===== config.mk =====
export PLATFORM = sky130hd
export DESIGN_NAME = bnkdma_top
export DESIGN_NICKNAME = d
export VERILOG_FILES = /design/src/rtl/bnkdma_pkg.sv /design/src/rtl/bnkdma_xlate.sv /design/src/rtl/bnkdma_regs.sv /design/src/rtl/bnkdma_seq.sv /design/src/rtl/bnkdma_top.sv
export SDC_FILE = /design/constraint.sdc
export NUM_CORES = 1
export LEC_CHECK = 0
export ABC_AREA = 1
export ABC_CLOCK_PERIOD_IN_PS = 1700
export BUFFER_PORTS_ARGS = -buffer_cell sky130_fd_sc_hd__buf_4
export CORE_AREA = 3 3 113 115
export CTS_BUF_LIST = sky130_fd_sc_hd__clkbuf_8
export DETAILED_ROUTE_END_ITERATION = 6
export DIE_AREA = 0 0 116 118
export GPL_ROUTABILITY_DRIVEN = 0
export GPL_TIMING_DRIVEN = 0
export SLEW_MARGIN = 10
export SYNTH_ARGS = -nofsm -noshare
export SYNTH_HDL_FRONTEND = slang
export SYNTH_SLANG_ARGS = --single-unit

===== constraint.sdc =====
create_clock -name clk -period 1.7 [get_ports clk]
set_clock_uncertainty 0.05 [all_clocks]
set_input_delay 0.34 -clock clk [delete_from_list [all_inputs] [get_ports clk]]
set_output_delay 0.34 -clock clk [all_outputs]
set_load 0.05 [all_outputs]

===== src/rtl/bnkdma_pkg.sv =====
package bnkdma_pkg;

    localparam int OFF_W   = 16;
    localparam int BANK_W  = 16;
    localparam int CNT_W   = 16;
    localparam int WIN_LOG = 15;
    localparam int PA_W    = BANK_W + WIN_LOG;
    localparam int RA_W    = 8;

    localparam logic [OFF_W-1:0] WIN_BASE = OFF_W'(1) << WIN_LOG;

    localparam logic [RA_W-1:0] RA_SOFF_LO = 8'h40;
    localparam logic [RA_W-1:0] RA_SOFF_HI = 8'h41;
    localparam logic [RA_W-1:0] RA_SBNK_LO = 8'h42;
    localparam logic [RA_W-1:0] RA_SBNK_HI = 8'h43;
    localparam logic [RA_W-1:0] RA_DOFF_LO = 8'h44;
    localparam logic [RA_W-1:0] RA_DOFF_HI = 8'h45;
    localparam logic [RA_W-1:0] RA_DBNK_LO = 8'h46;
    localparam logic [RA_W-1:0] RA_DBNK_HI = 8'h47;
    localparam logic [RA_W-1:0] RA_CNT_HI  = 8'h48;
    localparam logic [RA_W-1:0] RA_CNT_LO  = 8'h49;

    typedef enum logic [1:0] {
        ST_IDLE = 2'd0,
        ST_RD   = 2'd1,
        ST_WR   = 2'd2
    } seq_st_t;

    typedef struct packed {
        logic [BANK_W-1:0] bank;
        logic [OFF_W-1:0]  off;
    } ptr_t;

    typedef struct packed {
        logic            ext;
        logic [PA_W-1:0] addr;
    } phys_t;

    // Offset advance: wrap at the window top, bank never moves.
    function automatic ptr_t ptr_step(input ptr_t p);
        ptr_t r;
        r = p;
        if (p.off == '1)
            r.off = WIN_BASE;
        else
            r.off = p.off + OFF_W'(1);
        return r;
    endfunction

endpackage


===== src/rtl/bnkdma_xlate.sv =====
module bnkdma_xlate
    import bnkdma_pkg::*;
(
    input  ptr_t  ptr,
    output phys_t phys
);
    logic in_win;

    assign in_win = ptr.off[OFF_W-1];

    always_comb begin
        phys.ext = in_win;
        if (in_win)
            phys.addr = {ptr.bank, ptr.off[WIN_LOG-1:0]};
        else
            phys.addr = {{(PA_W-OFF_W){1'b0}}, ptr.off};
    end
endmodule


===== src/rtl/bnkdma_regs.sv =====
module bnkdma_regs
    import bnkdma_pkg::*;
(
    input  logic             clk,
    input  logic             rst,
    input  logic             wr_en,
    input  logic [RA_W-1:0]  wr_addr,
    input  logic [7:0]       wr_data,
    input  logic             busy,
    input  logic             step_src,
    input  logic             step_dst,
    output ptr_t             src,
    output ptr_t             dst,
    output logic [CNT_W-1:0] cnt,
    output logic             start
);
    logic             take;
    logic [CNT_W-1:0] cnt_new;

    assign take    = wr_en && !busy;
    assign cnt_new = {cnt[CNT_W-1:8], wr_data};
    assign start   = take && (wr_addr == RA_CNT_LO) && (cnt_new != '0);

    always_ff @(posedge clk) begin
        if (rst) begin
            src <= '0;
            dst <= '0;
            cnt <= '0;
        end else begin
            if (take) begin
                case (wr_addr)
                    RA_SOFF_LO: src.off[7:0]   <= wr_data;
                    RA_SOFF_HI: src.off[15:8]  <= wr_data;
                    RA_SBNK_LO: src.bank[7:0]  <= wr_data;
                    RA_SBNK_HI: src.bank[15:8] <= wr_data;
                    RA_DOFF_LO: dst.off[7:0]   <= wr_data;
                    RA_DOFF_HI: dst.off[15:8]  <= wr_data;
                    RA_DBNK_LO: dst.bank[7:0]  <= wr_data;
                    RA_DBNK_HI: dst.bank[15:8] <= wr_data;
                    RA_CNT_HI:  cnt[15:8]      <= wr_data;
                    RA_CNT_LO:  cnt[7:0]       <= wr_data;
                    default: ;
                endcase
            end
            if (step_src)
                src <= ptr_step(src);
            if (step_dst) begin
                dst <= ptr_step(dst);
                cnt <= cnt - CNT_W'(1);
            end
        end
    end
endmodule


===== src/rtl/bnkdma_seq.sv =====
module bnkdma_seq
    import bnkdma_pkg::*;
(
    input  logic       clk,
    input  logic       rst,
    input  logic       start,
    input  logic       last,
    input  logic [7:0] rd_data,
    output logic       rd_cyc,
    output logic       wr_cyc,
    output logic       busy,
    output logic [7:0] hold
);
    seq_st_t st;

    always_ff @(posedge clk) begin
        if (rst) begin
            st   <= ST_IDLE;
            hold <= '0;
        end else begin
            case (st)
                ST_IDLE: if (start) st <= ST_RD;
                ST_RD: begin
                    hold <= rd_data;
                    st   <= ST_WR;
                end
                ST_WR:   st <= last ? ST_IDLE : ST_RD;
                default: st <= ST_IDLE;
            endcase
        end
    end

    assign rd_cyc = (st == ST_RD);
    assign wr_cyc = (st == ST_WR);
    assign busy   = (st != ST_IDLE);
endmodule


===== src/rtl/bnkdma_top.sv =====
module bnkdma_top
    import bnkdma_pkg::*;
(
    input  logic              clk,
    input  logic              rst,
    input  logic              reg_we,
    input  logic [RA_W-1:0]   reg_addr,
    input  logic [7:0]        reg_wdata,
    output logic              mem_rd,
    output logic              mem_wr,
    output logic              mem_ext,
    output logic [PA_W-1:0]   mem_addr,
    output logic [7:0]        mem_wdata,
    input  logic [7:0]        mem_rdata,
    output logic              cpu_stall,
    output logic [BANK_W-1:0] cpu_win_bank
);
    ptr_t             src, dst;
    phys_t            src_pa, dst_pa;
    logic [CNT_W-1:0] cnt;
    logic             start, busy, rd_cyc, wr_cyc;
    logic [7:0]       hold;

    bnkdma_regs u_regs (
        .clk      (clk),
        .rst      (rst),
        .wr_en    (reg_we),
        .wr_addr  (reg_addr),
        .wr_data  (reg_wdata),
        .busy     (busy),
        .step_src (rd_cyc),
        .step_dst (wr_cyc),
        .src      (src),
        .dst      (dst),
        .cnt      (cnt),
        .start    (start)
    );

    bnkdma_xlate u_xsrc (.ptr(src), .phys(src_pa));
    bnkdma_xlate u_xdst (.ptr(dst), .phys(dst_pa));

    bnkdma_seq u_seq (
        .clk     (clk),
        .rst     (rst),
        .start   (start),
        .last    (cnt == CNT_W'(1)),
        .rd_data (mem_rdata),
        .rd_cyc  (rd_cyc),
        .wr_cyc  (wr_cyc),
        .busy    (busy),
        .hold    (hold)
    );

    assign mem_rd       = rd_cyc;
    assign mem_wr       = wr_cyc;
    assign mem_ext      = wr_cyc ? dst_pa.ext  : src_pa.ext;
    assign mem_addr     = wr_cyc ? dst_pa.addr : src_pa.addr;
    assign mem_wdata    = hold;
    assign cpu_stall    = busy;
    assign cpu_win_bank = dst.bank;
endmodule


* Word-level counts from Yosys, hierarchy flattened
Index checks and enable logic that the tools add are counted.
** Word-level totals
- Input port bits :: 27
- Output and inout port bits :: 59
- Word-level logic and storage cells :: 79
- Register bits :: 90
** Operators by class
- $add $sub $neg :: 3
- Muxes and demuxes :: 21
- Reduce and logical (&&, ||, !) cells :: 25
- Bitwise gates (word level) :: 2
- Equality and inequality tests :: 16
** Operators with widths (number)
- 16-bit two-way mux :: 8
- 31-bit two-way mux :: 3
- 8-bit by 7-bit equality test with 1-bit output, second input constant :: 10
- 8-bit two-way mux :: 6
- 16-bit by 1-bit adder with 16-bit output, second input constant :: 2
- 16-bit equality test, second input constant :: 2
- 2-bit nonzero test :: 9
- 16-bit by 1-bit equality test with 1-bit output, second input constant :: 1
- 16-bit nonzero test :: 1
- 16-bit by 1-bit subtractor with 16-bit output, second input constant :: 1
- 2-bit AND reduction :: 6
- 3-bit AND reduction :: 4
- 2-bit case mux with 3 select lines :: 1
- 1-bit logical AND :: 3
- 2-bit by 1-bit equality test with 1-bit output, second input constant :: 1
- 2-bit equality test, second input constant :: 1
- 2-bit logical NOT :: 1
- 1-bit two-way mux :: 2
- 2-bit two-way mux :: 1
- 2-bit inequality test, second input constant :: 1
- 1-bit inverter :: 2
- 1-bit logical NOT :: 1

* Depth between registers and ports, before layout
Gate-level depths: netlist (run 1).
- Word-level depth :: 7
- Gate-level depth with buffers :: 12
- Depth with buffers taken out :: 12

* By module
Synthesis (run 1) repeated with hierarchy kept, for this count alone.
** Unflattened totals
- Cell total of the unflattened synthesis :: 902
- Area total of the unflattened synthesis :: 6112.1 um2
** Modules (own cells, without submodules)
- bnkdma_regs :: area each 4471.8 um2, instances 1, sequential area each 1601.5 um2, cells an instance 680
- bnkdma_top :: area each 656.9 um2, instances 1, sequential area each 0.0 um2, cells an instance 66
- bnkdma_xlate :: area each 284.0 um2, instances 2, sequential area each 0.0 um2, cells an instance 50
- bnkdma_seq :: area each 415.4 um2, instances 1, sequential area each 200.2 um2, cells an instance 56

* Worst setup path after synthesis (run 1)
OpenSTA, ideal clock, no wires.
- Kind :: register to output
- Start point :: register u_seq.st[0]
- End point :: output mem_addr[1]
- Cell stages (with the launch flop) :: 7
- Buffers on the path :: 2
- Data required time :: 1310 ps
- Arrival :: 2069 ps
- Path slack :: -759 ps
- Cells stage by stage :: dfxtp_1 -> inv_2 -> nand2_1 -> inv_2 -> buf_2 -> buf_2 -> o21ai_0
** On the way
- Longest elaborated chain between the ends :: 2
** RTL lines
- start, declared :: RTL line bnkdma_seq.sv:14 : seq_st_t st;
- start signal, assigned :: RTL line bnkdma_seq.sv:27 : ST_WR: st <= last ? ST_IDLE : ST_RD;
- 2-bit equality test :: RTL line bnkdma_seq.sv:34 : assign wr_cyc = (st == ST_WR);
- named net mem_wr :: RTL line bnkdma_top.sv:10 : output logic mem_wr,
- 31-bit two-way mux :: RTL line bnkdma_top.sv:57 : assign mem_addr = wr_cyc ? dst_pa.addr : src_pa.addr;
- end, declared :: RTL line bnkdma_top.sv:12 : output logic [PA_W-1:0] mem_addr,
The timed path passes the listed nets, and every way through them passes these cells.

* Worst setup path after layout (run 1)
- Start point :: register u_seq.st[0]
- End point :: output mem_addr[6]
** On the way
- Longest elaborated chain between the ends :: 2
** RTL lines (RTL line)
- 2-bit equality test :: bnkdma_seq.sv:34
- 31-bit two-way mux :: bnkdma_top.sv:57
Every way passes these cells.

==> results.yml, run 1 <==
synth:
  synth_area_leaders: "dfxtp_1 (34%), nand2_1 (11%), nor2_1 (7.9%)"
  synth_common_cells: "nand2_1 (154), nor2_1 (111), dfxtp_1 (90), nand3_1 (82), o21ai_0 (80)"
  yosysMostFrequentCell: "nand2_1"
  synthDistinctLibCells: 32
  yosysTopAreaCellShare_pct: 34.27
  yosysTopAreaCell: "dfxtp_1"
  ys_seq_elements: 90
  synth_area_um2: 5258
  syn_inst: 833
  syn_avg_cell_area_um2: 6.312
  synth_edf_count: 0
  syn_nets: 864
  synth_warnings: 0
  yosysSeqAreaShare_pct: 34.27
  ys.flop_type: "dfxtp_1"
  async_flop_share_pct: 0
setup_path:
  r2r-start: "u_seq.st[0]$_SDFFE_PP0P_"
  crit_end: "mem_addr[6]"
  cp_max_fo: 6
  worst-r2r-cell-count: 9
  regToRegSetupSlack_ns: 0.02
  cp_data_arrival_time_ns: 1.62
  startpoint_type: "register"
  crit_path_start: "u_seq.st[0]$_SDFFE_PP0P_"
  required_ns: 1.31
  worst-setup-path-type: "reg2out"
  reg2reg_to: "u_regs.src[8]$_SDFFE_PP0P_"
  end_kind: "output pin"
placement:
  dpl.hpwl_um: 13680
  placed_area_um2: 6461
  port_buffers: 85
clock_network:
  clockRootBuffer: "clkbuf_8"
  clk_pin_slew_ns: 0.10
  clkSinkCount: 90
  cts-buffers-inserted: 9
  cts.htree.levels: 3
  cts_tree: "yes"
  clockBufferDepth: 2
  insertion_delay_ns: 0.39
sta:
  layout_setup_ws_ns: -0.3122
  period_needed_ns: 2.012
  hold_viol: 0
  rsz0062_at_grt: "yes"
  finalSetupViolCount: 34
  post-route-period-util_pct: 118.4
  timing.fmax_ghz: 0.4970
  max_slew_margin_pct: 56.66
  worst_pin_slew_ns: 0.6501
  finalMaxSlewViolations: 0
floorplan:
  core_um2: 11910
  die_w_um: 116
  start_util_pct: 44.14
  row_count: 40
  num_io_pins: 86
  dieArea_um2: 13690
  die_h_um: 118
finish:
  nets: 1007
  diodes: 0
  fin_util_pct: 66.89
  area_delta_synth_final_pct: 51.55
  fillCellCount: 1049
  final_area_um2: 7968
  drive_above_1_share_pct: 33.57
route:
  antenna_left: 0
  drt-vias-per-instance: 5.512
  drt_iter0_markers: 580
  vias: 6212
  wirelength_um: 19310
  dr.pass1.iters: 5
  wire_per_inst_um: 17.13
  drc_errors: 0
hold_path:
  hold_path.class: "in2reg"
global_route:
  grt_max_degree: 15
  grt_pass1_vias: 5577
  gr-usage-all-layers_pct: 27.34
  antenna_found_initial: 0
  grt.overflow.total: 0
  grt_first_pass_wirelength_um: 29510
pwr:
  ir_drop_mv: 0.3353
  power_density_nw_per_um2: 531.6
  leakagePower_nw: 3.484
outcome:
  status: "finished with violations"
  violations: "negative setup slack"
flow_run:
  max_cap_viol_count: 0
[placed cells by master, fill, tap and decap left out, types with 4 or more instances in the layout]
master / count
o21ai_4: 32
buf_4: 108
nor2_2: 10
nand2_4: 12
nor2_1: 94
dfxtp_1: 77
buf_2: 4
a31oi_1: 8
nand2_1: 132
nand3_4: 7
nand4_1: 14
nand3_1: 68
inv_2: 11
clkbuf_1: 7
inv_1: 74
o21ai_0: 51
o21ai_1: 33
nand2_2: 10
nor3_1: 5
buf_12: 4
dfxtp_2: 10
nor2_4: 11
a21oi_1: 62
nor3_4: 6
clkbuf_8: 11
xor2_1: 6
buf_8: 12
clkbuf_16: 5
o211ai_1: 6
nand3_2: 9
buf_6: 38
[state kept, by name (all words and copies together), names as in the netlist]
name and count:
u_seq.st 2, u_regs.dst 32, u_seq.hold 8, u_regs.src 32
u_regs.cnt 16
[power breakdown]
| part | switching, mW | internal, mW |
|---|---|---|
| Sequential | 0.00657 | 2.11 |
| Clock | 0.834 | 1.01 |
| Combinational | 0.187 | 0.0946 |
[how the worst min path moves through the flow]
| stage | start | to | depth (start not counted) |
|---|---|---|---|
| floorplan | rst | u_regs.dst[15]$_SDFFE_PP0P_ | 1 |
| global placement | u_regs.src[20]$_SDFFE_PP0P_ | u_regs.src[20]$_SDFFE_PP0P_ | 2 |
| detailed placement | u_regs.src[28]$_SDFFE_PP0P_ | u_regs.src[28]$_SDFFE_PP0P_ | 2 |
| CTS | rst | u_regs.dst[15]$_SDFFE_PP0P_ | 2 |
| global route | rst | u_regs.cnt[12]$_SDFFE_PP0P_ | 2 |
| finish | rst | u_regs.dst[15]$_SDFFE_PP0P_ | 2 |
[cell type report]
| cell class | count | area (um^2) | area share (%) |
|---|---|---|---|
| Tap cell | 147 | 183.9 | 2.308 |
| Timing Repair inverter | 1 | 5.005 | 0.06281 |
| Multi-Input combinational cell | 600 | 3622 | 45.46 |
| Sequential cell | 90 | 1826 | 22.91 |
| Clock inverter | 5 | 102.6 | 1.288 |
| Buffer | 50 | 483.0 | 6.062 |
| Inverter | 91 | 364.1 | 4.570 |
| Timing Repair Buffer | 133 | 1244 | 15.61 |
| Clock buffer | 10 | 137.6 | 1.727 |
[worst max-delay path: stages, from the launching register on]
cell and delay (ns):
dfxtp_2 0.34, inv_4 0.07, nand2_4 0.06, buf_8 0.14
buf_12 0.13, clkbuf_16 0.16, o21ai_4 0.15, buf_6 0.18
[cells by family after synthesis]
logic type | share of synthesized area [%]
xor gates and xnor gates | 1.333
AOI/OAI and AO/OA | 19.87
DFF | 34.27
adders and majority gates | 0.9520
buffers and inverters | 11.69
and+or+nand+nor | 31.89
[routing by layer]
layer	GRT usage (%)	up-vias	wire length, um
li1	-	3029	-
met1	39.58	2887	8666
met2	41.40	255	8758
met3	3.496	41	1323
met4	9.717	0	558
met5	0	-	0
[repair_timing]
item / in CTS / in global routing
buffers inserted: 16 / 30
endpoints found under the hold margin: 0 / 0
endpoints found under the setup margin: 59 / 105
gates cloned: 2 / 3
pin swaps: 6 / 17
hold buffers: 0 / 0
gates resized for setup: 136 / 111
[stage by stage]
stage	hold slack, ns	worst slack [ns]	instances	setup TNS, ns	total power [mW]
finish	0.1154	-0.3122	1127	-9.346	4.235
global route	0.1164	-0.3510	1127	-11.22	4.362
detailed placement	0.4356	-0.4443	1065	-22.74	2.410
global placement	0.4172	-0.4545	1065	-21.81	2.409
CTS	0.1023	-0.3415	1097	-9.434	4.237
floorplan	0.3591	0.000006439	833	0	2.283
No activity file was read; power rests on OpenSTA's default activity.
==> run 2, diff against run 1 <==
Settings changed: CELL_PAD_IN_SITES_DETAIL_PLACEMENT set to 0, CELL_PAD_IN_SITES_GLOBAL_PLACEMENT set to 1, CORE_AREA 3 3 113 115 to 3 3 118 120, DIE_AREA 0 0 116 118 to 0 0 121 123, PLACE_DENSITY_LB_ADDON set to 0.1.
==> results.yml, run 2 (synthesis gave the netlist of run 1 again) <==
floorplan:
  core_um2: 13090
  die_w_um: 121
  dieArea_um2: 14880
  die_h_um: 123
  start_util_pct: 40.18
  row_count: 42
  num_io_pins: 86
sta:
  hold_viol: 0
  period_needed_ns: 2.009
  layout_setup_ws_ns: -0.3085
  timing.fmax_ghz: 0.4979
  finalMaxSlewViolations: 0
  post-route-period-util_pct: 118.1
  worst_pin_slew_ns: 0.7115
  max_slew_margin_pct: 52.56
  rsz0062_at_grt: "yes"
  tns_ns: -15.77
  finalSetupViolCount: 105
global_route:
  grt_first_pass_wirelength_um: 29970
  gr-usage-all-layers_pct: 25.76
  grt_pass1_vias: 5613
  grt_max_degree: 16
  grt.overflow.total: 0
  antenna_found_initial: 0
finish:
  fillCellCount: 1121
  drive_above_1_share_pct: 40.56
  diodes: 0
  area_delta_synth_final_pct: 62.33
  nets: 1023
  reg.largest.list: "u_regs.dst (32), u_regs.src (32), u_regs.cnt (16)"
  fin_cells: 1172
  final_cell_mix: "nand2_1 (120), buf_4 (104), nor2_1 (83), dfxtp_1 (79), inv_1 (74)"
  final_common_cell: "nand2_1"
  final_area_um2: 8534
placement:
  dp_slack_ns: -0.4314
  port_buffers: 85
  dpl.hpwl_um: 13900
  dp_cells: 1094
  placed_area_um2: 6497
clock_network:
  clockRootBuffer: "clkbuf_8"
  cts.htree.levels: 3
  clk_pin_slew_ns: 0.09
  cts-buffers-inserted: 9
  clkSinkCount: 90
  hold_buffers: 0
  cts_tree: "yes"
  insertion_delay_ns: 0.39
  clockBufferDepth: 2
route:
  drc_errors: 0
  antenna_left: 0
  dr.pass1.iters: 7
  drt_iter0_markers: 528
  drt-vias-per-instance: 5.468
  wire_per_inst_um: 17.82
  wirelength_um: 20880
  vias: 6408
setup_path:
  r2r-start: "u_seq.st[0]$_SDFFE_PP0P_"
  cp_max_fo: 6
  startpoint_type: "register"
  cp_data_arrival_time_ns: 1.62
  crit_path_start: "u_seq.st[0]$_SDFFE_PP0P_"
  worst-setup-path-type: "reg2out"
  required_ns: 1.31
  end_kind: "output pin"
flow_run:
  max_cap_viol_count: 0
pwr:
  power_density_nw_per_um2: 472.4
  leakagePower_nw: 3.586
  ir_drop_mv: 0.2993
hold_path:
  min-delay-start: "rst"
  hold_path.class: "in2reg"
outcome:
  violations: "negative setup slack"
  status: "finished with violations"
==> run 2: path summary, 6_finish.rpt <==
| kind | end | slack [ns] | cells after the start |
|---|---|---|---|
| max | mem_ext | -0.31 | 7 |
| min | u_regs.dst[15]$_SDFFE_PP0P_ | 0.12 | 2 |
| max reg2reg | u_regs.src[23]$_SDFFE_PP0P_ | -0.19 | 12 |
| min reg2reg | u_regs.dst[28]$_SDFFE_PP0P_ | 0.46 | 2 |
==> run 2: area by class of cell <==
| cell class | instances | area [um^2] | share of cell area (%) |
|---|---|---|---|
| clock inverters | 5 | 62.56 | 0.7330 |
| flip-flops and latches | 90 | 1823 | 21.36 |
| well taps | 176 | 220.2 | 2.580 |
| multi-input cells | 601 | 3936 | 46.12 |
| repair buffers | 147 | 1420 | 16.64 |
| repair inverters | 1 | 11.26 | 0.1319 |
| clock buffers | 10 | 137.6 | 1.613 |
| plain buffers | 51 | 525.5 | 6.157 |
| inverters | 91 | 397.9 | 4.662 |
==> run 2: repair_timing <==
action / in CTS / in global routing
setup endpoints to repair: 63 / 112
hold endpoints to repair: 0 / 0
gates resized for setup: 148 / 226
setup buffers: 18 / 38
cloned: 3 / 9
pin swaps: 15 / 42
==> run 2: layer usage <==
layer | vias to the layer above | share of wire [%] | GRT usage (%) | routed length, um
met4 | 0 | 2.0 | 7.861 | 427
met3 | 35 | 7.2 | 4.437 | 1510
met1 | 3050 | 44 | 36.31 | 9267
met5 | - | 0 | 0 | 0
met2 | 253 | 46 | 40.43 | 9676
li1 | 3070 | - | - | -
==> run 2: critical path: stages (launching register included) <==
cell	delay [ns]
dfxtp_2	0.34
inv_4	0.07
nand2_4	0.06
buf_8	0.14
buf_12	0.15
clkbuf_16	0.16
o21ai_4	0.15
buf_6	0.18
==> run 2: metrics by stage <==
step	power (mW)	hold slack, ns	util (%)
after floorplan	2.283	0.3591	-
after global placement	2.411	0.4159	49.66
after detailed placement	2.412	0.4334	49.66
after CTS	3.964	0.1065	57.32
after global routing	4.140	0.1232	65.22
final	4.031	0.1168	65.22
==> run 2: report_power, final <==
group / internal, mW / total [mW] / switching, mW
Combinational: 0.107 / 0.324 / 0.217
Sequential: 2.11 / 2.11 / 0.00680
Clock: 0.723 / 1.59 / 0.871
Total: 2.94 / 4.03 / 1.09
==> run 3, diff against run 2 <==
Settings changed: ABC_AREA 1 to not set, CORE_AREA 3 3 118 120 to 3 3 114 116, DIE_AREA 0 0 121 123 to 0 0 117 119.
==> results.yml, run 3 <==
sta:
  finalSetupViolCount: 78
  timing.fmax_ghz: 0.4894
  tns_ns: -12.62
  post-route-period-util_pct: 120.2
  layout_setup_ws_ns: -0.3433
  hold_viol: 0
  rsz0062_at_grt: "yes"
  max_slew_margin_pct: 39.46
  finalMaxSlewViolations: 0
  worst_pin_slew_ns: 0.9082
  period_needed_ns: 2.043
finish:
  reg.largest.list: "u_regs.dst (32), u_regs.src (32), u_regs.cnt (16)"
  final_common_cell: "buf_4"
  area_delta_synth_final_pct: 57.46
  final_cell_mix: "buf_4 (136), dfxtp_1 (63), nand2_1 (62), nor2_1 (52), buf_6 (41)"
  drive_above_1_share_pct: 45.33
  nets: 864
  diodes: 0
  fin_cells: 983
floorplan:
  core_um2: 12010
  num_io_pins: 86
  start_util_pct: 44.25
  die_w_um: 117
  dieArea_um2: 13920
  row_count: 40
  die_h_um: 119
synth:
  async_flop_share_pct: 0
  yosysSeqAreaShare_pct: 33.90
  yosysMostFrequentCell: "dfxtp_1"
  yosysTopAreaCell: "dfxtp_1"
  syn_avg_cell_area_um2: 8.115
  ys_seq_elements: 90
  synth_warnings: 0
  synthDistinctLibCells: 76
  yosysTopAreaCellShare_pct: 33.90
  synth_common_cells: "dfxtp_1 (90), nand2_1 (87), nor2_1 (54), clkbuf_1 (41), nand3_1 (38)"
  synth_area_um2: 5315
  synth_area_leaders: "dfxtp_1 (34%), mux2i_1 (6.8%), nand2_1 (6.1%)"
  synth_edf_count: 0
  syn_inst: 655
  ys.flop_type: "dfxtp_1"
  syn_nets: 686
setup_path:
  cp_num_buf_inv: 2
  end_kind: "output pin"
  crit_chain: "nand2b_4 > and2_4 > clkbuf_16 > a22o_4 > buf_8"
  startpoint_type: "register"
  worst-setup-path-type: "reg2out"
  cp_data_arrival_time_ns: 1.65
  cpMaxStageDelayCell: "dfxtp_2"
  slowest_delay_ns: 0.33
  critPathTopFamily: "simple AND/OR/NAND/NOR gates"
  cp_max_fo: 5
  required_ns: 1.31
pwr:
  power.internal_mw: 2.737
  clkPwrFrac_pct: 36.0
  seqPwrFrac_pct: 55.9
  pwr-share-comb_pct: 8.1
  p_switching_mw: 1.005
  p_sw_share_pct: 26.86
  ir_drop_mv: 0.2987
  leakagePower_nw: 3.539
  power_density_nw_per_um2: 447.2
outcome:
  violations: "negative setup slack"
  status: "finished with violations"
hold_path:
  hold_path.class: "in2reg"
global_route:
  gr-usage-all-layers_pct: 29.32
  grt.overflow.total: 0
  grt_pass1_vias: 5900
  grt_max_degree: 14
  grt_first_pass_wirelength_um: 31860
  antenna_found_initial: 0
route:
  antenna_left: 0
  wire_per_inst_um: 21.75
  drt_iter0_markers: 515
  wirelength_um: 21380
  vias: 6214
  drt-vias-per-instance: 6.321
  dr.pass1.iters: 5
  drc_errors: 0
clock_network:
  clockBufferDepth: 2
  clockRootBuffer: "clkbuf_8"
  clk_pin_slew_ns: 0.09
  clkSinkCount: 90
  hold_buffers: 0
  cts_tree: "yes"
  cts-buffers-inserted: 9
  insertion_delay_ns: 0.38
  cts.htree.levels: 3
placement:
  dpl.hpwl_um: 13140
  dp_cells: 882
  port_buffers: 80
  dp_slack_ns: -0.6955
flow_run:
  max_cap_viol_count: 0
[run 3: what timing repair did]
item / CTS / global route
hold endpoints to repair: 0 / 0
setup endpoints to repair: 125 / 123
cloned: 3 / 2
pin swaps: 57 / 40
resized for setup: 212 / 71
buffers inserted: 55 / 40
[run 3: cells by family after synthesis]
logic type      after synthesis  synth area share [%]
flops                        90                 33.90
compound gates              146                 20.13
xor+xnor                      4                0.6593
buf+inv                      86                 8.122
fa+ha+maj                     4                0.9417
mux                          40                 7.627
simple gates                285                 28.62
[run 3: worst paths after layout]
path / startpoint / endpoint / slack (ns) / depth (start not counted)
worst max-delay path: u_seq.st[0]$_SDFFE_PP0P_ / mem_addr[28] / -0.34 / 5
worst min-delay path: mem_rdata[6] / u_seq.hold[6]$_SDFFE_PP0P_ / 0.14 / 3
worst max register to register: u_regs.cnt[9]$_SDFFE_PP0P_ / u_regs.cnt[14]$_SDFFE_PP0P_ / -0.19 / 4
worst min register to register: u_seq.hold[6]$_SDFFE_PP0P_ / u_seq.hold[6]$_SDFFE_PP0P_ / 0.41 / 2
[run 3: layout make-up]
cell class	count	area, um^2
Clock inverter	4	22.52
Clock buffer	10	137.6
Sequential cell	90	1871
Buffer	61	583.1
Timing Repair Buffer	178	1689
Fill cell	932	3642
Inverter	13	55.05
Tap cell	147	183.9
Multi-Input combinational cell	480	3827
[run 3: routing by layer]
| layer | global-route usage (%) | wire [um] | share of wire, % |
|---|---|---|---|
| met5 | 0 | 0 | 0 |
| met4 | 11.90 | 652 | 3.0 |
| met3 | 5.285 | 1794 | 8.4 |
| met2 | 47.05 | 10240 | 48 |
| met1 | 38.49 | 8702 | 41 |
[run 3: power by group through the flow]
| stage | clock network, mW | registers [mW] | logic (mW) |
|---|---|---|---|
| 5_1_grt | 1.45 | 2.09 | 0.314 |
| 3_5_place_dp | 0 | 2.16 | 0.250 |
| 3_3_place_gp | 0 | 2.16 | 0.249 |
| 4_1_cts | 1.35 | 2.10 | 0.273 |
| 6_report | 1.35 | 2.09 | 0.301 |
| 2_1_floorplan | 0 | 2.16 | 0.126 |
[run 3: metrics by stage]
step                util, %  area, um^2  hold slack (ns)  power [mW]
global placement      53.16        6385           0.3942       2.412
finish                69.68        8369           0.1418       3.742
floorplan                 -        5600           0.3926       2.289
global route          69.68        8369           0.1553       3.862
CTS                   64.91        7796           0.1501       3.718
detailed placement    53.16        6385           0.4007       2.413
[run 3: worst register-to-register path: cells and delay by family, from the launching register on]
family	cells	cell delay (ns)
DFF	1	0.35
AOI/OAI and AO/OA	2	0.34
and+or+nand+nor	2	1.01
